`config.mk`:
```
export PLATFORM = sky130hd
export DESIGN_NAME = cmpcount_timer
export DESIGN_NICKNAME = d
export VERILOG_FILES = /design/src/rtl/cmpcount_pkg.sv /design/src/rtl/cmpcount_counter.sv /design/src/rtl/cmpcount_match.sv /design/src/rtl/cmpcount_route.sv /design/src/rtl/cmpcount_timer.sv
export SDC_FILE = /design/constraint.sdc
export NUM_CORES = 1
export LEC_CHECK = 0
export ABC_AREA = 1
export CAP_MARGIN = 5
export CORE_MARGIN = 2
export CORE_UTILIZATION = 46
export DETAILED_ROUTE_END_ITERATION = 10
export HOLD_SLACK_MARGIN = 0.08
export PLACE_DENSITY = 0.9
export SYNTH_ARGS = -nofsm -noshare
export SYNTH_HDL_FRONTEND = slang
export SYNTH_SLANG_ARGS = --single-unit
```
`constraint.sdc`:
```
create_clock -name clk -period 2.74 [get_ports clk]
set_input_delay 0.548 -clock clk [delete_from_list [all_inputs] [get_ports clk]]
set_output_delay 0.548 -clock clk [all_outputs]
set_load 0.01 [all_outputs]
```
`src/rtl/cmpcount_pkg.sv`:
```
// Package: shared widths and defaults for the count/compare timer.
// Assumes a 32-bit data path and eight interrupt lines by default.
package cmpcount_pkg;
    localparam int unsigned TMR_W     = 32;
    localparam int unsigned TMR_LINES = 8;
    localparam int unsigned TMR_REL_W = 3;
    localparam int unsigned TMR_PEND_REL = 1;
endpackage

```
`src/rtl/cmpcount_counter.sv`:
```
// Module: cmpcount_counter
// Holds the free-running count register.
// A write always wins. Otherwise the count advances by one per clock unless halted.
// Assumes synchronous active-low reset.
module cmpcount_counter #(
    parameter int unsigned DATA_W = cmpcount_pkg::TMR_W,
    parameter logic [DATA_W-1:0] RESET_VAL = 1
) (
    input  logic              clk,
    input  logic              rst_n,
    input  logic              wr_en,
    input  logic [DATA_W-1:0] wr_data,
    input  logic              halt,
    output logic [DATA_W-1:0] count
);
    localparam logic [DATA_W-1:0] STEP = {{(DATA_W-1){1'b0}}, 1'b1};

    logic [DATA_W-1:0] count_q;

    // Count register: reset, load, hold or increment.
    always_ff @(posedge clk) begin
        if (!rst_n)
            count_q <= RESET_VAL;
        else if (wr_en)
            count_q <= wr_data;
        else if (!halt)
            count_q <= count_q + STEP;
    end

    assign count = count_q;

    a_r2_increment: assert property (@(posedge clk) disable iff (!rst_n)
        (!halt && !wr_en) |=> (count_q == $past(count_q) + STEP));
    a_r3_load: assert property (@(posedge clk) disable iff (!rst_n)
        wr_en |=> (count_q == $past(wr_data)));
    a_r4_hold: assert property (@(posedge clk) disable iff (!rst_n)
        (halt && !wr_en) |=> $stable(count_q));
endmodule

```
`src/rtl/cmpcount_match.sv`:
```
// Module: cmpcount_match
// Holds the compare register, the level interrupt and the release-gated pending bit.
// Assumes a compare write takes priority over a match on the same edge.
module cmpcount_match #(
    parameter int unsigned DATA_W   = cmpcount_pkg::TMR_W,
    parameter int unsigned REL_W    = cmpcount_pkg::TMR_REL_W,
    parameter int unsigned PEND_REL = cmpcount_pkg::TMR_PEND_REL
) (
    input  logic              clk,
    input  logic              rst_n,
    input  logic              cmp_we,
    input  logic [DATA_W-1:0] cmp_wdata,
    input  logic [DATA_W-1:0] count,
    input  logic              halt,
    input  logic [REL_W-1:0]  rel_sel,
    output logic [DATA_W-1:0] compare,
    output logic              irq,
    output logic              pend
);
    localparam logic [REL_W-1:0] REL_CODE = REL_W'(PEND_REL);

    logic [DATA_W-1:0] cmp_q;
    logic              irq_q;
    logic              pend_q;
    logic              hit;
    logic              rel_ok;

    // Match detect: equal values while counting is enabled.
    always_comb begin
        hit    = (count == cmp_q) && !halt;
        rel_ok = (rel_sel == REL_CODE);
    end

    // Compare register: reset to zero, load on write.
    always_ff @(posedge clk) begin
        if (!rst_n)
            cmp_q <= '0;
        else if (cmp_we)
            cmp_q <= cmp_wdata;
    end

    // Level interrupt: cleared by compare write, set by match.
    always_ff @(posedge clk) begin
        if (!rst_n)
            irq_q <= 1'b0;
        else if (cmp_we)
            irq_q <= 1'b0;
        else if (hit)
            irq_q <= 1'b1;
    end

    // Pending status bit: tracked only under the selected release.
    always_ff @(posedge clk) begin
        if (!rst_n)
            pend_q <= 1'b0;
        else if (rel_ok) begin
            if (cmp_we)
                pend_q <= 1'b0;
            else if (hit)
                pend_q <= 1'b1;
        end
    end

    assign compare = cmp_q;
    assign irq     = irq_q;
    assign pend    = pend_q;

    a_r5_raise: assert property (@(posedge clk) disable iff (!rst_n)
        (count == cmp_q && !halt && !cmp_we) |=> irq_q);
    a_r6_ack: assert property (@(posedge clk) disable iff (!rst_n)
        cmp_we |=> !irq_q);
    a_r4_no_new_irq: assert property (@(posedge clk) disable iff (!rst_n)
        (halt && !irq_q) |=> !irq_q);
    a_r7_pend_frozen: assert property (@(posedge clk) disable iff (!rst_n)
        (rel_sel != REL_CODE) |=> $stable(pend_q));
    a_r5_level: assert property (@(posedge clk) disable iff (!rst_n)
        (irq_q && !cmp_we) |=> irq_q);
endmodule

```
`src/rtl/cmpcount_route.sv`:
```
// Module: cmpcount_route
// Steers the single timer interrupt onto one bit of the interrupt vector.
// Purely combinational, so a change of select takes effect at once.
module cmpcount_route #(
    parameter int unsigned LINES = cmpcount_pkg::TMR_LINES,
    localparam int unsigned SEL_W = (LINES > 1) ? $clog2(LINES) : 1
) (
    input  logic             irq_in,
    input  logic [SEL_W-1:0] sel,
    output logic [LINES-1:0] irq_vec
);
    // One decoder slice per interrupt line.
    for (genvar i = 0; i < LINES; i++) begin : g_line
        assign irq_vec[i] = irq_in && (sel == SEL_W'(i));
    end

    always_comb begin
        a_r8_single_line: assert ($onehot0(irq_vec));
    end
endmodule

```
`src/rtl/cmpcount_timer.sv`:
```
// Module: cmpcount_timer (top)
// Count/compare interval timer with a routed level interrupt.
// Assumes a synchronous active-low reset and single-clock register writes.
module cmpcount_timer #(
    parameter int unsigned DATA_W   = cmpcount_pkg::TMR_W,
    parameter int unsigned LINES    = cmpcount_pkg::TMR_LINES,
    parameter int unsigned REL_W    = cmpcount_pkg::TMR_REL_W,
    parameter int unsigned PEND_REL = cmpcount_pkg::TMR_PEND_REL,
    localparam int unsigned SEL_W   = (LINES > 1) ? $clog2(LINES) : 1
) (
    input  logic              clk,
    input  logic              rst_n,
    input  logic              cnt_we,
    input  logic [DATA_W-1:0] cnt_wdata,
    input  logic              cmp_we,
    input  logic [DATA_W-1:0] cmp_wdata,
    input  logic              cnt_halt,
    input  logic [REL_W-1:0]  rel_sel,
    input  logic [SEL_W-1:0]  line_sel,
    output logic [DATA_W-1:0] cnt_rdata,
    output logic [DATA_W-1:0] cmp_rdata,
    output logic              tmr_pend,
    output logic [LINES-1:0]  irq_vec
);
    logic [DATA_W-1:0] count_w;
    logic              irq_w;

    cmpcount_counter #(.DATA_W(DATA_W), .RESET_VAL(DATA_W'(1))) u_cnt (
        .clk     (clk),
        .rst_n   (rst_n),
        .wr_en   (cnt_we),
        .wr_data (cnt_wdata),
        .halt    (cnt_halt),
        .count   (count_w)
    );

    cmpcount_match #(.DATA_W(DATA_W), .REL_W(REL_W), .PEND_REL(PEND_REL)) u_match (
        .clk       (clk),
        .rst_n     (rst_n),
        .cmp_we    (cmp_we),
        .cmp_wdata (cmp_wdata),
        .count     (count_w),
        .halt      (cnt_halt),
        .rel_sel   (rel_sel),
        .compare   (cmp_rdata),
        .irq       (irq_w),
        .pend      (tmr_pend)
    );

    cmpcount_route #(.LINES(LINES)) u_route (
        .irq_in  (irq_w),
        .sel     (line_sel),
        .irq_vec (irq_vec)
    );

    assign cnt_rdata = count_w;

    a_r1_reset_state: assert property (@(posedge clk)
        !rst_n |=> (cnt_rdata == DATA_W'(1) && cmp_rdata == '0 && irq_vec == '0 && !tmr_pend));
endmodule

```
---- Word level (Yosys, flattened, before mapping) ----
Index checks and enable logic that the tools add are counted.
word-level totals
  logic and storage cells ................. 34
  bits in registers ....................... 66
cells by class
  muxes and demuxes ....................... 4
  add/subtract/negate cells ............... 1
  bitwise gates (word level) .............. 1
  eq/ne operators ......................... 10
  reductions and logical operators ........ 14
operators with widths
  cell                   count
  $mux 32                2
  $add 32x1->32 const B  1
  $eq 32x32->1           1
  $eq 3x3->1 const B     4
  $logic_and 1x1->1      9
  $eq 3x1->1 const B     2
  $eq 3x2->1 const B     2
  $logic_not 3->1        1
  $mux 1                 2
  $ne 2x2->1 const B     1
  $reduce_and 2->1       1
  $reduce_bool 2->1      1
  $reduce_or 2->1        1
  $logic_not 1->1        1
  $not 1->1              1

---- Longest topological paths before layout ----
  depth after elaboration ................. 4
  mapped depth ............................ 10
  mapped depth without buffers ............ 10

---- Modules after synthesis ----
Synthesis repeated with hierarchy kept, for this count alone.
second synthesis, totals
  cells, all modules ...................... 672
  area total of the unflattened synthesis .. 4,051.4 µm²
modules (own cells, without submodules)
  module            sequential area each (µm²)  area an instance (µm²)  cells an instance  instances
  cmpcount_counter  640.6                       2,263.4                 380                1
  cmpcount_match    680.7                       1,724.2                 275                1
  cmpcount_route    0.0                         63.8                    17                 1

---- Worst setup path after synthesis ----
OpenSTA, ideal clock, no wires.
  path kind ............................... in2out
  start point ............................. input line_sel[2]
  end point ............................... output irq_vec[0]
  cell stages on the path ................. 2
  setup slack ............................. 1.163 ns
  arrival ................................. 1.029 ns
  data required time ...................... 2.192 ns
  cell sequence ........................... or2_2 nor2_1
on the way
  word-level cells in the longest chain between the ends .. 2
RTL lines
  what               RTL line              source
  start, declared    cmpcount_timer.sv:19  input logic [SEL_W-1:0] line_sel,
  $logic_not 3->1    cmpcount_route.sv:14  assign irq_vec[i] = irq_in && (sel == SEL_W'(i));
  $logic_and 1x1->1  cmpcount_route.sv:14
  end, declared      cmpcount_timer.sv:23  output logic [LINES-1:0] irq_vec
Every way passes these cells.

---- Worst setup path after layout ----
Ends and elaborated chain as after synthesis.

==> results by group <==
CTS
  • Setup fix buffers added after clock tree synthesis: 0
  • Largest buffer count on any clock path: 2
  • Number of sinks handled by clock tree synthesis: 66
  • CTS root buffer: clkbuf_8
  • TritonCTS clock tree: yes
  • Cts-stage hold buffer count: 0
  • Clock insertion delay at the later pin of the skew report: 0.35 ns
  • Number of instances resized during post-cts repair: 0
  • Number of levels the H-tree was split into: 3
  • Clock transition at path regs: ~0.07 ns
  • Number of buffers added by the clock tree synthesis step: 9

Critical path
  • Worst setup endpoint: irq_vec[0]
  • Category of cells accounting for the largest share of critical-path delay: buffers and inverters
  • Cell seen most often among critical-path stages: clkdlybuf4s50_1
  • Arrival time of the worst setup path: around 2.0 ns
  • Critical path depth: 4
  • Highest net fanout along the worst path: 4
  • Type of the worst setup path: primary input to output port
  • Worst endpoint required time: ~2.2 ns
  • Highest-delay cell along the critical path: clkdlybuf4s50_1
  • Endpoint of the worst-slack reg-to-reg timing path: u_cnt.count[28]
  • Largest stage delay on the critical path: 0.55 ns
  • Crit path buffers/inverters: 2
  • Startpoint of the worst register-to-register path: u_cnt.count[19]
  • Worst R2R Path Depth: 9
  • Critical Path Source: line_sel[2]
  • Cell breakdown of the critical path: clkdlybuf4s50_1, or2_2, nor2_1, clkdlybuf4s50_1
  • Kind of launch point of the worst setup path: primary input
  • Slack of the worst reg-to-reg path: around 0.96 ns
  • Capturing element type of the critical path: output port

Timing
  • Number of endpoints failing setup at the final stage: 0
  • FMAX: between 300 and 400 MHz
  • Slew at the pin closest to its max-slew limit: ~0.54 ns
  • Final number of hold-violating endpoints: 0
  • Final Max Tran Viols: 0
  • Final worst-path cycle share: 92.03%
  • Setup repair after global routing missed its margin: no
  • Worst Skew: between 0.01 and 0.015 ns
  • Minimum clock period after layout: roughly 2.5 ns
  • Worst max-slew margin expressed relative to the limit: 64.05%
  • Worst hold slack across all endpoints: approximately 0.47 ns
  • Summed negative setup slack over all endpoints: 0 ns

Floorplanning
  • Horizontal die dimension: roughly 97 um
  • Initial Util: 46.56%
  • Count of boundary I/O pins: 148
  • Die ar.: between 9000 and 10000 sq um
  • Number of placement rows: 34
  • Core box area: about 8600 sq um
  • Vertical die dimension: roughly 97 um

Detailed routing
  • Number of vias after detailed routing: roughly 4800
  • Routed length per instance: around 15 um
  • Detailed Routing Iterations Pass 1: 5
  • Iter 0 DRT Violations: around 360
  • Routed vias/inst: about 5.2
  • Post-detailed-route count of antenna-violating nets: 0
  • DRC Markers: 0
  • Wirelength, routed: 13760 um

Run
  • Max-cap violations: 0

GRT
  • Antenna violations before repair: 0
  • Via count of the first global-routing pass: about 4600
  • Global-route wire length before repair: ~22000 um
  • Maximum number of pins on one net before global-route repair: 40
  • Total congestion overflow after global routing: 0
  • GRT Resource Usage Total: 29.17%

Layout
  • Final core utilization: between 60% and 70%
  • Signed area change from the synthesized netlist to the final layout: 44.68%
  • Share of final-layout standard cells stronger than drive strength 1: under 10%
  • Post-layout nets: 883
  • Count of antenna diodes in the layout: 0

Synth
  • Unique cell type count in the Yosys netlist: 32
  • Number of synthesized flops with an enable pin: 0
  • Synth cell count leaders: nand2_1, inv_1, nor2_1, dfxtp_1, o21ai_0
  • Post-synthesis mux area share: 0%
  • Fraction of synthesized cell area in xor and xnor cells: under 10%
  • Post-synthesis compound-gate area fraction: between 15 and 20%
  • Cells after synthesis: 660
  • Adder-cell share of the synthesized area: 0.3127%
  • Warning count from the yosys run: 0
  • Net count after synthesis: 736
  • Cells taking the most area after synthesis: dfxtp_1, nand2_1, inv_1
  • Synth async-reset ratio: 0%
  • Total standard cell area after synthesis: between 4000 and 5000 sq um
  • Share of synthesized cell area in and, or, nand and nor gates: 36.71%
  • Main combinational cell family by area after synthesis: simple AND/OR/NAND/NOR gates
  • Post-synth top area cell: dfxtp_1
  • Cell with the most instances after synthesis: nand2_1
  • Area share of the largest cell type after synthesis: 33.02%
  • Prevailing post-synth register cell: dfxtp_1
  • Avg Cell Area, Syn: 6.063 sq um
  • Post-synthesis register bit count: 66
  • Sequential fraction of the synthesis area: 33.02%

Placed design
  • Port bufs: 147
  • Routability congestion estimate from global placement: between 0.9 and 1
  • Dpl hpwl: about 11000 um

Status
  • Result of the run: complete, no violations

Worst hold path
  • Type of the tightest min-delay check: flop to flop

Pwr
  • Total power divided by cell area: approximately 430 nW/um^2
  • Leakage dissipation: approximately 0.0023 uW
  • Worst vdd rail ir drop: 0.2516 mV
-- cell type report --
cell class	instances	area [sq um]
tap	108	135.1
inverter	87	326.6
sequential	66	1321
clock inverter	6	67.56
clock buffer	10	127.6
multi-input combinational	488	2280
fill	797	2804
timing repair buffer	155	1531
-- per-stage QoR --
step / setup WS [ns] / total power (uW) / cell area, sq um / std cells
6_report: 0.2185 / 2504 / 5789 / 920
5_1_grt: 0.1767 / 2621 / 5789 / 920
4_1_cts: 0.1972 / 2504 / 5789 / 920
3_5_place_dp: 0.1938 / 1677 / 5594 / 904
3_3_place_gp: 0.2162 / 1662 / 5594 / 904
2_1_floorplan: 1.163 / 1361 / 4001 / 660
-- worst min path at each step --
| stage | from | endpoint | cells past startpoint |
|---|---|---|---|
| floorplan | u_match.irq | u_match.irq | 2 |
| global placement | u_match.pend | u_match.pend | 2 |
| detailed placement | u_match.pend | u_match.pend | 2 |
| CTS | u_match.pend | u_match.pend | 2 |
| global route | u_match.pend | u_match.pend | 2 |
| finish | u_match.pend | u_match.pend | 2 |
-- placed cells by master, fill, tap and decap left out, types with 2 or more instances in the layout --
cell type and count:
clkinvlp_4 2, nor3_1 9, xnor2_1 3, nand2_2 7, o21ai_1 2, a21oi_1 54, xor2_1 14, o21ai_0 60
nand3_1 19, clkbuf_8 9, clkdlybuf4s50_1 147, nand2_1 201, nor2_2 3, nor2_4 4, a31oi_1 6, nor3_2 3
clkinv_4 2, nand3_2 2, inv_1 85, nor2_1 83, buf_4 8, nand4_1 8, dfxtp_1 66
-- per-layer routing --
| metal | routed length, um | share of wire (%) | up-vias | track usage (%) |
|---|---|---|---|---|
| li1 | - | - | 2381 | - |
| met1 | 5877 | 43 | 2153 | 36.88 |
| met2 | 6469 | 47 | 223 | 48.93 |
| met3 | 1170 | 8.5 | 23 | 7.482 |
| met4 | 242 | 1.8 | 0 | 9.081 |
| met5 | 0 | 0 | - | 0 |
-- state kept, by name, summed over array words and instances, names as in the netlist --
register,flops
u_match.irq,1
u_match.pend,1
u_match.compare,32
u_cnt.count,32
-- report_power, final --
part           internal (uW)  switching (uW)
logic                    291             265
clock network            422             420
registers               1020            85.9
-- kinds of logic after synthesis --
kind of cell | count (synthesis)
adders and majority gates | 1
buffers and inverters | 106
DFF | 66
AOI/OAI and AO/OA | 126
and+or+nand+nor | 344
xor gates and xnor gates | 17
-- worst register-to-register path: cells and delay by family (launching register included) --
kind / cells / cell delay, ns
AOI/OAI and AO/OA: 1 / 0.11
buffers and inverters: 1 / 0.18
DFF: 1 / 0.48
and+or+nand+nor: 7 / 0.90
No activity file was read; power rests on OpenSTA's default activity.
